<file path="src/rtl/ra_pkg.sv">
package ra_pkg;

    typedef enum logic [0:0] {
        LS_IDLE,
        LS_L2_WAIT
    } ld_state_e;

    typedef enum logic [1:0] {
        FS_NONE,
        FS_SB,
        FS_RC,
        FS_DC
    } fwd_src_e;

endpackage

</file>
<file path="src/rtl/ra_fwd_select.sv">
module ra_fwd_select
    import ra_pkg::*;
#(
    parameter int DATA_W = 32,
    parameter int NBYTE  = 4
) (
    input  logic              sb_hit,
    input  logic              sb_entry_inv,
    input  logic [DATA_W-1:0] sb_data,
    input  logic              rc_hit,
    input  logic [NBYTE-1:0]  rc_byte_inv,
    input  logic [NBYTE-1:0]  byte_mask,
    input  logic [DATA_W-1:0] rc_data,
    input  logic              dc_hit,
    input  logic [DATA_W-1:0] dc_data,
    output logic              sel_hit,
    output logic              sel_inv,
    output logic [DATA_W-1:0] sel_data
);

    fwd_src_e          src;
    logic              rc_poison;

    assign rc_poison = |(rc_byte_inv & byte_mask);

    always_comb begin
        if (sb_hit)      src = FS_SB;
        else if (rc_hit) src = FS_RC;
        else if (dc_hit) src = FS_DC;
        else             src = FS_NONE;
    end

    always_comb begin
        sel_hit  = 1'b1;
        sel_inv  = 1'b0;
        sel_data = '0;
        unique case (src)
            FS_SB: begin
                sel_inv  = sb_entry_inv;
                sel_data = sb_entry_inv ? '0 : sb_data;
            end
            FS_RC: begin
                sel_inv  = rc_poison;
                sel_data = rc_poison ? '0 : rc_data;
            end
            FS_DC: begin
                sel_data = dc_data;
            end
            FS_NONE: begin
                sel_hit = 1'b0;
            end
            default: sel_hit = 1'b0;
        endcase
    end

endmodule

</file>
<file path="src/rtl/ra_inv_file.sv">
module ra_inv_file #(
    parameter int PREG_W = 6,
    parameter int NLANE  = 2
) (
    input  logic                    clk,
    input  logic                    rst_n,
    input  logic                    clear,
    input  logic                    ld_we,
    input  logic [PREG_W-1:0]       ld_preg,
    input  logic                    ld_inv,
    input  logic [NLANE-1:0]        wb_valid,
    input  logic [NLANE*PREG_W-1:0] wb_preg,
    input  logic [NLANE-1:0]        wb_inv,
    input  logic [PREG_W-1:0]       rd_a_preg,
    output logic                    rd_a_inv,
    input  logic [PREG_W-1:0]       rd_b_preg,
    output logic                    rd_b_inv
);

    localparam int NREG = 1 << PREG_W;

    logic [NREG-1:0] inv_q;
    logic [NREG-1:0] inv_d;

    // Write order sets priority: load first, then lanes in ascending index.
    always_comb begin
        inv_d = inv_q;
        if (ld_we) inv_d[ld_preg] = ld_inv;
        for (int l = 0; l < NLANE; l++) begin
            if (wb_valid[l]) inv_d[wb_preg[l*PREG_W +: PREG_W]] = wb_inv[l];
        end
        if (clear) inv_d = '0;
    end

    always_ff @(posedge clk) begin
        if (!rst_n) inv_q <= '0;
        else        inv_q <= inv_d;
    end

    assign rd_a_inv = inv_q[rd_a_preg];
    assign rd_b_inv = inv_q[rd_b_preg];

endmodule

</file>
<file path="src/rtl/ra_load_fsm.sv">
module ra_load_fsm
    import ra_pkg::*;
#(
    parameter int PREG_W = 6,
    parameter int DATA_W = 32
) (
    input  logic              clk,
    input  logic              rst_n,
    input  logic              runahead_mode,
    input  logic              ld_valid,
    input  logic [PREG_W-1:0] ld_dst_preg,
    input  logic              src_inv,
    input  logic              sel_hit,
    input  logic              sel_inv,
    input  logic [DATA_W-1:0] sel_data,
    input  logic              l2_resp_valid,
    input  logic              l2_hit,
    input  logic [DATA_W-1:0] l2_data,
    output logic              ld_ready,
    output logic              ld_done,
    output logic [PREG_W-1:0] ld_done_preg,
    output logic [DATA_W-1:0] ld_data,
    output logic              ld_dst_inv,
    output logic              l2_req,
    output logic              l1_fill,
    output logic              sched_remove,
    output logic              mem_prefetch
);

    ld_state_e         state_q, state_d;
    logic [PREG_W-1:0] dst_q, dst_d;

    always_ff @(posedge clk) begin
        if (!rst_n) begin
            state_q <= LS_IDLE;
            dst_q   <= '0;
        end else begin
            state_q <= state_d;
            dst_q   <= dst_d;
        end
    end

    always_comb begin
        state_d      = state_q;
        dst_d        = dst_q;
        ld_ready     = 1'b0;
        ld_done      = 1'b0;
        ld_done_preg = dst_q;
        ld_data      = '0;
        ld_dst_inv   = 1'b0;
        l2_req       = 1'b0;
        l1_fill      = 1'b0;
        sched_remove = 1'b0;
        mem_prefetch = 1'b0;
        unique case (state_q)
            LS_IDLE: begin
                ld_ready     = 1'b1;
                ld_done_preg = ld_dst_preg;
                if (ld_valid) begin
                    if (src_inv) begin
                        ld_done    = 1'b1;
                        ld_dst_inv = 1'b1;
                    end else if (sel_hit) begin
                        ld_done    = 1'b1;
                        ld_dst_inv = sel_inv;
                        ld_data    = sel_data;
                    end else begin
                        // issue_l2
                        l2_req  = 1'b1;
                        dst_d   = ld_dst_preg;
                        state_d = LS_L2_WAIT;
                    end
                end
            end
            LS_L2_WAIT: begin
                if (l2_resp_valid) begin
                    if (l2_hit) begin
                        // l2_fill
                        ld_done = 1'b1;
                        ld_data = l2_data;
                        l1_fill = 1'b1;
                        state_d = LS_IDLE;
                    end else if (runahead_mode) begin
                        // l2_poison
                        ld_done      = 1'b1;
                        ld_dst_inv   = 1'b1;
                        sched_remove = 1'b1;
                        mem_prefetch = 1'b1;
                        state_d      = LS_IDLE;
                    end
                    // otherwise l2_stall: keep waiting
                end
            end
            default: state_d = LS_IDLE;
        endcase
    end

endmodule

</file>
<file path="src/rtl/ra_head_store.sv">
module ra_head_store (
    input  logic runahead_mode,
    input  logic head_valid,
    input  logic head_inv,
    input  logic head_executed,
    input  logic st_sched,
    input  logic st_exec,
    input  logic st_is_inv,
    input  logic st_dc_hit,
    output logic head_pretire,
    output logic sb_inv_set,
    output logic sb_inv_clr,
    output logic st_prefetch
);

    logic clean_exec;

    assign head_pretire = runahead_mode && head_valid && (head_inv || head_executed);
    assign clean_exec   = runahead_mode && st_exec && !st_is_inv;
    assign sb_inv_clr   = clean_exec;
    assign st_prefetch  = clean_exec && !st_dc_hit;
    assign sb_inv_set   = runahead_mode && st_sched && st_is_inv;

endmodule

</file>
<file path="src/rtl/ra_load_resolve.sv">
module ra_load_resolve #(
    parameter int PREG_W = 6,
    parameter int DATA_W = 32,
    parameter int NBYTE  = 4,
    parameter int NLANE  = 2
) (
    input  logic                    clk,
    input  logic                    rst_n,
    input  logic                    runahead_mode,
    input  logic                    ld_valid,
    input  logic [PREG_W-1:0]       ld_src_preg,
    input  logic [PREG_W-1:0]       ld_dst_preg,
    input  logic [NBYTE-1:0]        ld_byte_mask,
    input  logic                    sb_hit,
    input  logic                    sb_entry_inv,
    input  logic [DATA_W-1:0]       sb_data,
    input  logic                    rc_hit,
    input  logic [NBYTE-1:0]        rc_byte_inv,
    input  logic [DATA_W-1:0]       rc_data,
    input  logic                    dc_hit,
    input  logic [DATA_W-1:0]       dc_data,
    input  logic                    l2_resp_valid,
    input  logic                    l2_hit,
    input  logic [DATA_W-1:0]       l2_data,
    input  logic [NLANE-1:0]        wb_valid,
    input  logic [NLANE*PREG_W-1:0] wb_preg,
    input  logic [NLANE-1:0]        wb_inv,
    input  logic [PREG_W-1:0]       chk_preg,
    output logic                    chk_inv,
    input  logic                    head_valid,
    input  logic                    head_inv,
    input  logic                    head_executed,
    output logic                    head_pretire,
    input  logic                    st_sched,
    input  logic                    st_exec,
    input  logic                    st_is_inv,
    input  logic                    st_dc_hit,
    output logic                    sb_inv_set,
    output logic                    sb_inv_clr,
    output logic                    st_prefetch,
    output logic                    ld_ready,
    output logic                    ld_done,
    output logic [PREG_W-1:0]       ld_done_preg,
    output logic [DATA_W-1:0]       ld_data,
    output logic                    ld_dst_inv,
    output logic                    l2_req,
    output logic                    l1_fill,
    output logic                    sched_remove,
    output logic                    mem_prefetch
);

    logic              src_inv;
    logic              sel_hit;
    logic              sel_inv;
    logic [DATA_W-1:0] sel_data;

    ra_fwd_select #(.DATA_W(DATA_W), .NBYTE(NBYTE)) u_sel (
        .sb_hit      (sb_hit),
        .sb_entry_inv(sb_entry_inv),
        .sb_data     (sb_data),
        .rc_hit      (rc_hit),
        .rc_byte_inv (rc_byte_inv),
        .byte_mask   (ld_byte_mask),
        .rc_data     (rc_data),
        .dc_hit      (dc_hit),
        .dc_data     (dc_data),
        .sel_hit     (sel_hit),
        .sel_inv     (sel_inv),
        .sel_data    (sel_data)
    );

    ra_load_fsm #(.PREG_W(PREG_W), .DATA_W(DATA_W)) u_fsm (
        .clk          (clk),
        .rst_n        (rst_n),
        .runahead_mode(runahead_mode),
        .ld_valid     (ld_valid),
        .ld_dst_preg  (ld_dst_preg),
        .src_inv      (src_inv),
        .sel_hit      (sel_hit),
        .sel_inv      (sel_inv),
        .sel_data     (sel_data),
        .l2_resp_valid(l2_resp_valid),
        .l2_hit       (l2_hit),
        .l2_data      (l2_data),
        .ld_ready     (ld_ready),
        .ld_done      (ld_done),
        .ld_done_preg (ld_done_preg),
        .ld_data      (ld_data),
        .ld_dst_inv   (ld_dst_inv),
        .l2_req       (l2_req),
        .l1_fill      (l1_fill),
        .sched_remove (sched_remove),
        .mem_prefetch (mem_prefetch)
    );

    ra_inv_file #(.PREG_W(PREG_W), .NLANE(NLANE)) u_inv (
        .clk      (clk),
        .rst_n    (rst_n),
        .clear    (!runahead_mode),
        .ld_we    (ld_done),
        .ld_preg  (ld_done_preg),
        .ld_inv   (ld_dst_inv),
        .wb_valid (wb_valid),
        .wb_preg  (wb_preg),
        .wb_inv   (wb_inv),
        .rd_a_preg(ld_src_preg),
        .rd_a_inv (src_inv),
        .rd_b_preg(chk_preg),
        .rd_b_inv (chk_inv)
    );

    ra_head_store u_hs (
        .runahead_mode(runahead_mode),
        .head_valid   (head_valid),
        .head_inv     (head_inv),
        .head_executed(head_executed),
        .st_sched     (st_sched),
        .st_exec      (st_exec),
        .st_is_inv    (st_is_inv),
        .st_dc_hit    (st_dc_hit),
        .head_pretire (head_pretire),
        .sb_inv_set   (sb_inv_set),
        .sb_inv_clr   (sb_inv_clr),
        .st_prefetch  (st_prefetch)
    );

endmodule

</file>
<file path="config.mk">
export PLATFORM = sky130hd
export DESIGN_NAME = ra_load_resolve
export DESIGN_NICKNAME = d
export VERILOG_FILES = /design/src/rtl/ra_pkg.sv /design/src/rtl/ra_fwd_select.sv /design/src/rtl/ra_inv_file.sv /design/src/rtl/ra_load_fsm.sv /design/src/rtl/ra_head_store.sv /design/src/rtl/ra_load_resolve.sv
export SDC_FILE = /design/constraint.sdc
export NUM_CORES = 1
export LEC_CHECK = 0
export ABC_AREA = 0
export BUFFER_PORTS_ARGS = -buffer_cell sky130_fd_sc_hd__buf_4
export CAP_MARGIN = 20
export CORE_MARGIN = 8
export CORE_UTILIZATION = 25
export CTS_BUF_LIST = sky130_fd_sc_hd__clkbuf_8
export DETAILED_ROUTE_END_ITERATION = 8
export MAX_ROUTING_LAYER = met4
export REMOVE_ABC_BUFFERS = 1
export SLEW_MARGIN = 30
export SYNTH_ARGS = -nofsm -noshare
export SYNTH_HDL_FRONTEND = slang
export SYNTH_SLANG_ARGS = --single-unit
</file>
<file path="constraint.sdc">
create_clock -name clk -period 5.2 [get_ports clk]
set_input_delay 1.04 -clock clk [delete_from_list [all_inputs] [get_ports clk]]
set_output_delay 1.04 -clock clk [all_outputs]
set_load 0.02 [all_outputs]
</file>
**After elaboration in Yosys (flattened, before gate mapping)**

Cells that the tools add are included.

- Muxes and demuxes: 56
- Equality and inequality tests: 3
- Reductions and logical operators: 17
- Order comparisons: 8
- Bitwise operators: 3

Operators by type and width:

| operator | count |
|---|---|
| 32-bit 2-to-1 mux | 7 |
| 64-bit bitwise mux | 3 |
| 64-bit 2-to-1 mux | 3 |
| 32-bit one-hot mux with 3 select lines | 1 |
| 32-bit one-hot mux with 2 select lines | 1 |
| 6-bit by 7-bit less-than comparator with 1-bit output, second input constant | 5 |
| 1-bit 2-to-1 mux | 28 |
| 1-bit demux with 6-bit select | 3 |
| 6-bit by 1-bit >= comparator with 1-bit output, second input constant | 3 |
| 1-bit binary-select mux with 6-bit select | 2 |
| 1-bit logical AND | 10 |
| 1-bit one-hot mux with 2 select lines | 4 |
| 2-bit 2-to-1 mux | 3 |
| 6-bit 2-to-1 mux | 1 |
| 4-bit bitwise AND | 1 |
| 2-bit equality test, second input constant | 2 |
| 4-bit AND reduction | 1 |
| 4-bit OR reduction | 1 |
| 2-bit by 1-bit equality test with 1-bit output, second input constant | 1 |
| 1-bit zero test | 2 |
| 2-bit zero test | 1 |
| 1-bit NOT | 2 |
| 2-bit AND reduction | 1 |
| 1-bit logical OR | 1 |

- Bits in registers: 71
- Output and inout bits: 50
- Logic and storage cells: 90

**Longest topological paths before layout**

- Word-level depth: 15
- Gate-level depth with buffers: 11

**By module**

From an unflattened synthesis, not the netlist that was laid out.

- Cell total of the unflattened synthesis: 1,060
- Area total of the unflattened synthesis: 8,102.8 µm²

By module, submodules not included:

| module | cells an instance | times used | seq. area each (µm²) | area each (µm²) |
|---|---|---|---|---|
| ra_inv_file | 835 | 1 | 1,281.2 | 6,356.1 |
| ra_fwd_select | 132 | 1 | 0.0 | 939.7 |
| ra_load_fsm | 88 | 1 | 140.1 | 763.2 |
| ra_head_store | 4 | 1 | 0.0 | 40.0 |
| ra_load_resolve | 1 | 1 | 0.0 | 3.8 |

**Least setup slack after synthesis**

Ideal clock, no wire load.

- Kind: in2out
- Start point: input chk_preg[0]
- End point: output chk_inv
- Stages on the path: 5
- Setup slack: 806 ps
- Path buffers: 2
- Required time: 4,160 ps
- Data arrival time: 3,354 ps
- Cell sequence: buf_2 > buf_1 > mux4_2 > mux4_2 > mux4_2

- Word-level cells in the longest chain between the ends: 2

RTL lines:

| what | RTL line | source |
|---|---|---|
| start: declaration | ra_load_resolve.sv:28 | `input logic [PREG_W-1:0] chk_preg,` |
| 1-bit binary-select mux with 6-bit select | ra_inv_file.sv:41 | `assign rd_b_inv = inv_q[rd_b_preg];` |
| 1-bit 2-to-1 mux (not written as such) | ra_inv_file.sv:41 |  |
| end: declaration | ra_load_resolve.sv:29 | `output logic chk_inv,` |

No other way between the ends. The select of a mux whose other input is x is not followed.

**Worst setup path in the final report**

- Start point: input ld_src_preg[2]
- End point: output ld_data[5]

- Word-level cells in the longest chain between the ends: 5

RTL lines:

| what | RTL line | source |
|---|---|---|
| start: declaration | ra_load_resolve.sv:11 | `input logic [PREG_W-1:0] ld_src_preg,` |
| 1-bit binary-select mux with 6-bit select | ra_inv_file.sv:40 | `assign rd_a_inv = inv_q[rd_a_preg];` |
| 1-bit 2-to-1 mux (not written as such) | ra_inv_file.sv:40 |  |
| 32-bit 2-to-1 mux | ra_load_fsm.sv:60 | `if (src_inv) begin` |
| 32-bit 2-to-1 mux | ra_load_fsm.sv:59 | `if (ld_valid) begin` |
| 32-bit one-hot mux with 2 select lines | ra_load_fsm.sv:55 | `unique case (state_q)` |
| end: declaration | ra_load_resolve.sv:44 | `output logic [DATA_W-1:0] ld_data,` |

No other way between the ends. The select of a mux whose other input is x is not followed.

==> metrics.yaml <==
global_route:
  grt_max_degree: 72
  grt_overflow_total: 0
  first_global_vias: 10010
  grt_use_total_pct: 23.79
  antenna_found_initial: 5
  grt_pass1_wl_um: 66650
clock_tree:
  numCtsBuffers: 9
  clockBufferDepth: 2
  clock-sinks: 71
  htreeDepth: 3
  worstSkewPairLatency_ns: 0.40
  ctsHoldBuffers: 0
  post_cts_buffers: 0
  cts-root-buf: "clkbuf_8"
  path_clk_slew_ns: 0.07
  cts-resized-gates: 0
  cts_tree: "built"
synthesis:
  synthMostInstantiatedCell: "nand2_1"
  ys_seq_area_share_pct: 18.11
  synthTopCellsByCount: "nand2_1 (107), nor2_1 (77), clkbuf_1 (72)"
  synth_top_flop_cell: "dfxtp_1"
  synthArstFlopShare_pct: 0
  ys_ff_latch: 71
  syn-cell-area_um2: 7850
  ys_top_cells_by_area: "dfxtp_1 (18%), mux4_2 (10%), a311oi_1 (5.8%)"
  yosysWarnings: 0
  synthCells: 1053
  synth_edf_count: 0
  yosys.area.top_type_share_pct: 18.11
  synth_cell_types: 61
  syn_area_per_cell_um2: 7.455
  synth_top_area_cell: "dfxtp_1"
final_layout:
  syn2layout_area_growth_pct: 27.89
  final_core_util_pct: 32.15
  drive_gt1_share_pct: 27.54
  final_nets: 1406
routing:
  dr.first_iter.drc_count: 1565
  dr.pass1.iters: 7
  routed_wl_um: 45540
  vias_per_cell: 6.554
  vias: 10650
  drc: 0
  wire_per_inst_um: 28.03
  drtAntennaViolNets: 0
sta:
  period_minus_slack_ns: 4.312
  fin_ws_ns: 0.8883
  fmax_mhz: 231.9
  finalCritPeriodShare_pct: 82.92
  clock_skew_ns: 0.02391
  maxSlewViolCount: 0
  tightest_slew_ns: 0.9715
  max_slew_margin_pct: 34.41
  tns_ns: 0
  finalHoldViolCount: 0
  rsz0062_at_grt: "false"
  finalSetupViolCount: 0
setup_path:
  path_max_fanout: 32
  path_class: "input port to output pin"
  slowest_stage: "mux4_2"
  worst_setup_path_end_kind: "output pin"
  required_ns: 4.16
  r2r_setup_slack_ns: 1.98
  path_delay_family: "buffers and inverters"
  path_cells: "buf_4, mux2i_1, mux4_2, a221oi_2, o211ai_2, nand3_1, buf_4, o21ai_0, buf_4"
  crit_arrival_ns: 3.27
  crit_path_frequent_cell: "buf_4"
  critPathLaunchType: "input port"
  cp_num_buf_inv: 3
  critPathMaxStageDelay_ns: 0.50
worst_hold_path:
  hold_class: "flop to flop"
die:
  dieArea_um2: 37330
  die-height_um: 193.2
  core_um2: 31230
  die_w_um: 193.2
  rows: 65
  ioPinCount: 237
  initial_core_util_pct: 25.14
place:
  dpl.hpwl_um: 35160
  port_buffers: 236
  place.gp.congestion: 0.9843
  place_ws_ns: 0.9054
power_and_ir_drop:
  leakage_nw: 3.227
  peakVddDrop_v: 0.0001285
  power_density_nw_per_um2: 160.0
flow_run:
  drv_cap: 0
run_status:
  outcome: "complete, no violations"
==> routing by layer <==
| metal | GRT usage (%) | vias to the layer above | wire, µm |
|---|---|---|---|
| li1 | - | 4599 | - |
| met1 | 25.67 | 4939 | 15310 |
| met2 | 38.48 | 912 | 21190 |
| met3 | 6.994 | 201 | 5786 |
| met4 | 14.34 | 0 | 3256 |
| met5 | - | - | 0 |
==> cell type report <==
class,instances,area (µm²)
Antenna cell,3,7.507
Clock buffer,9,123.9
Clock inverter,7,65.06
Fill cell,3304,21190
Inverter,15,56.30
Multi-Input combinational cell,859,5918
Sequential cell,71,1421
Tap cell,402,503.0
Timing Repair Buffer,259,1944
==> worst paths after layout <==
kind,cells past startpoint,to,start
max,9,ld_data[5],ld_src_preg[2]
min reg2reg,2,u_fsm.dst_q[2],u_fsm.dst_q[2]
min,2,u_fsm.dst_q[2],u_fsm.dst_q[2]
max reg2reg,7,u_inv.inv_q[60],u_fsm.state_q
==> cells by family after synthesis <==
group	count (synthesis)	synth area share [%]
mux	54	12.50
simple gates	465	29.98
compound gates	336	31.80
fa+ha+maj	4	0.6376
buf+inv	123	6.981
flops	71	18.11
==> layout by cell type (no fill, tap or decap), drive strengths merged, types with 32 or more instances in the layout <==
cell type	instances
dfxtp	71
nor2	77
a222oi	32
nand3	46
o21ai	67
nor4	59
buf	259
mux4	35
nor3	68
nand2	107
a311oi	52
or3	44
o22ai	55
==> state kept, by name, indices dropped and copies added, names as in the netlist <==
register       flops
u_inv.inv_q       64
u_fsm.dst_q        6
u_fsm.state_q      1
==> metrics by stage <==
step	instance area (µm²)	hold slack [ns]	std cells	power, W
finish	10040	0.4652	1625	0.001606
global route	10040	0.4812	1625	0.001651
CTS	10020	0.4718	1622	0.001583
detailed placement	9828	0.4607	1606	0.001130
global placement	9819	0.4470	1606	0.001129
floorplan	7358	0.4399	945	0.0008126
==> worst register-to-register path, delay by kind of cell (launching register included) <==
kind / cells / cell delay [ns]
AO/OA/AOI/OAI: 2 / 0.44
buffers and inverters: 1 / 0.29
flip-flops: 1 / 0.67
multiplexers: 1 / 0.36
AND/OR/NAND/NOR: 3 / 1.39
==> report_power, final <==
part	total, W	internal, W	leakage [nW]	switching (W)
logic	0.000581	0.000215	2.55	0.000367
clock network	0.000471	0.000218	0.100	0.000253
registers	0.000554	0.000548	0.572	0.00000559
total	0.00161	0.000981	3.23	0.000625
(Power assumes the default switching activity.)
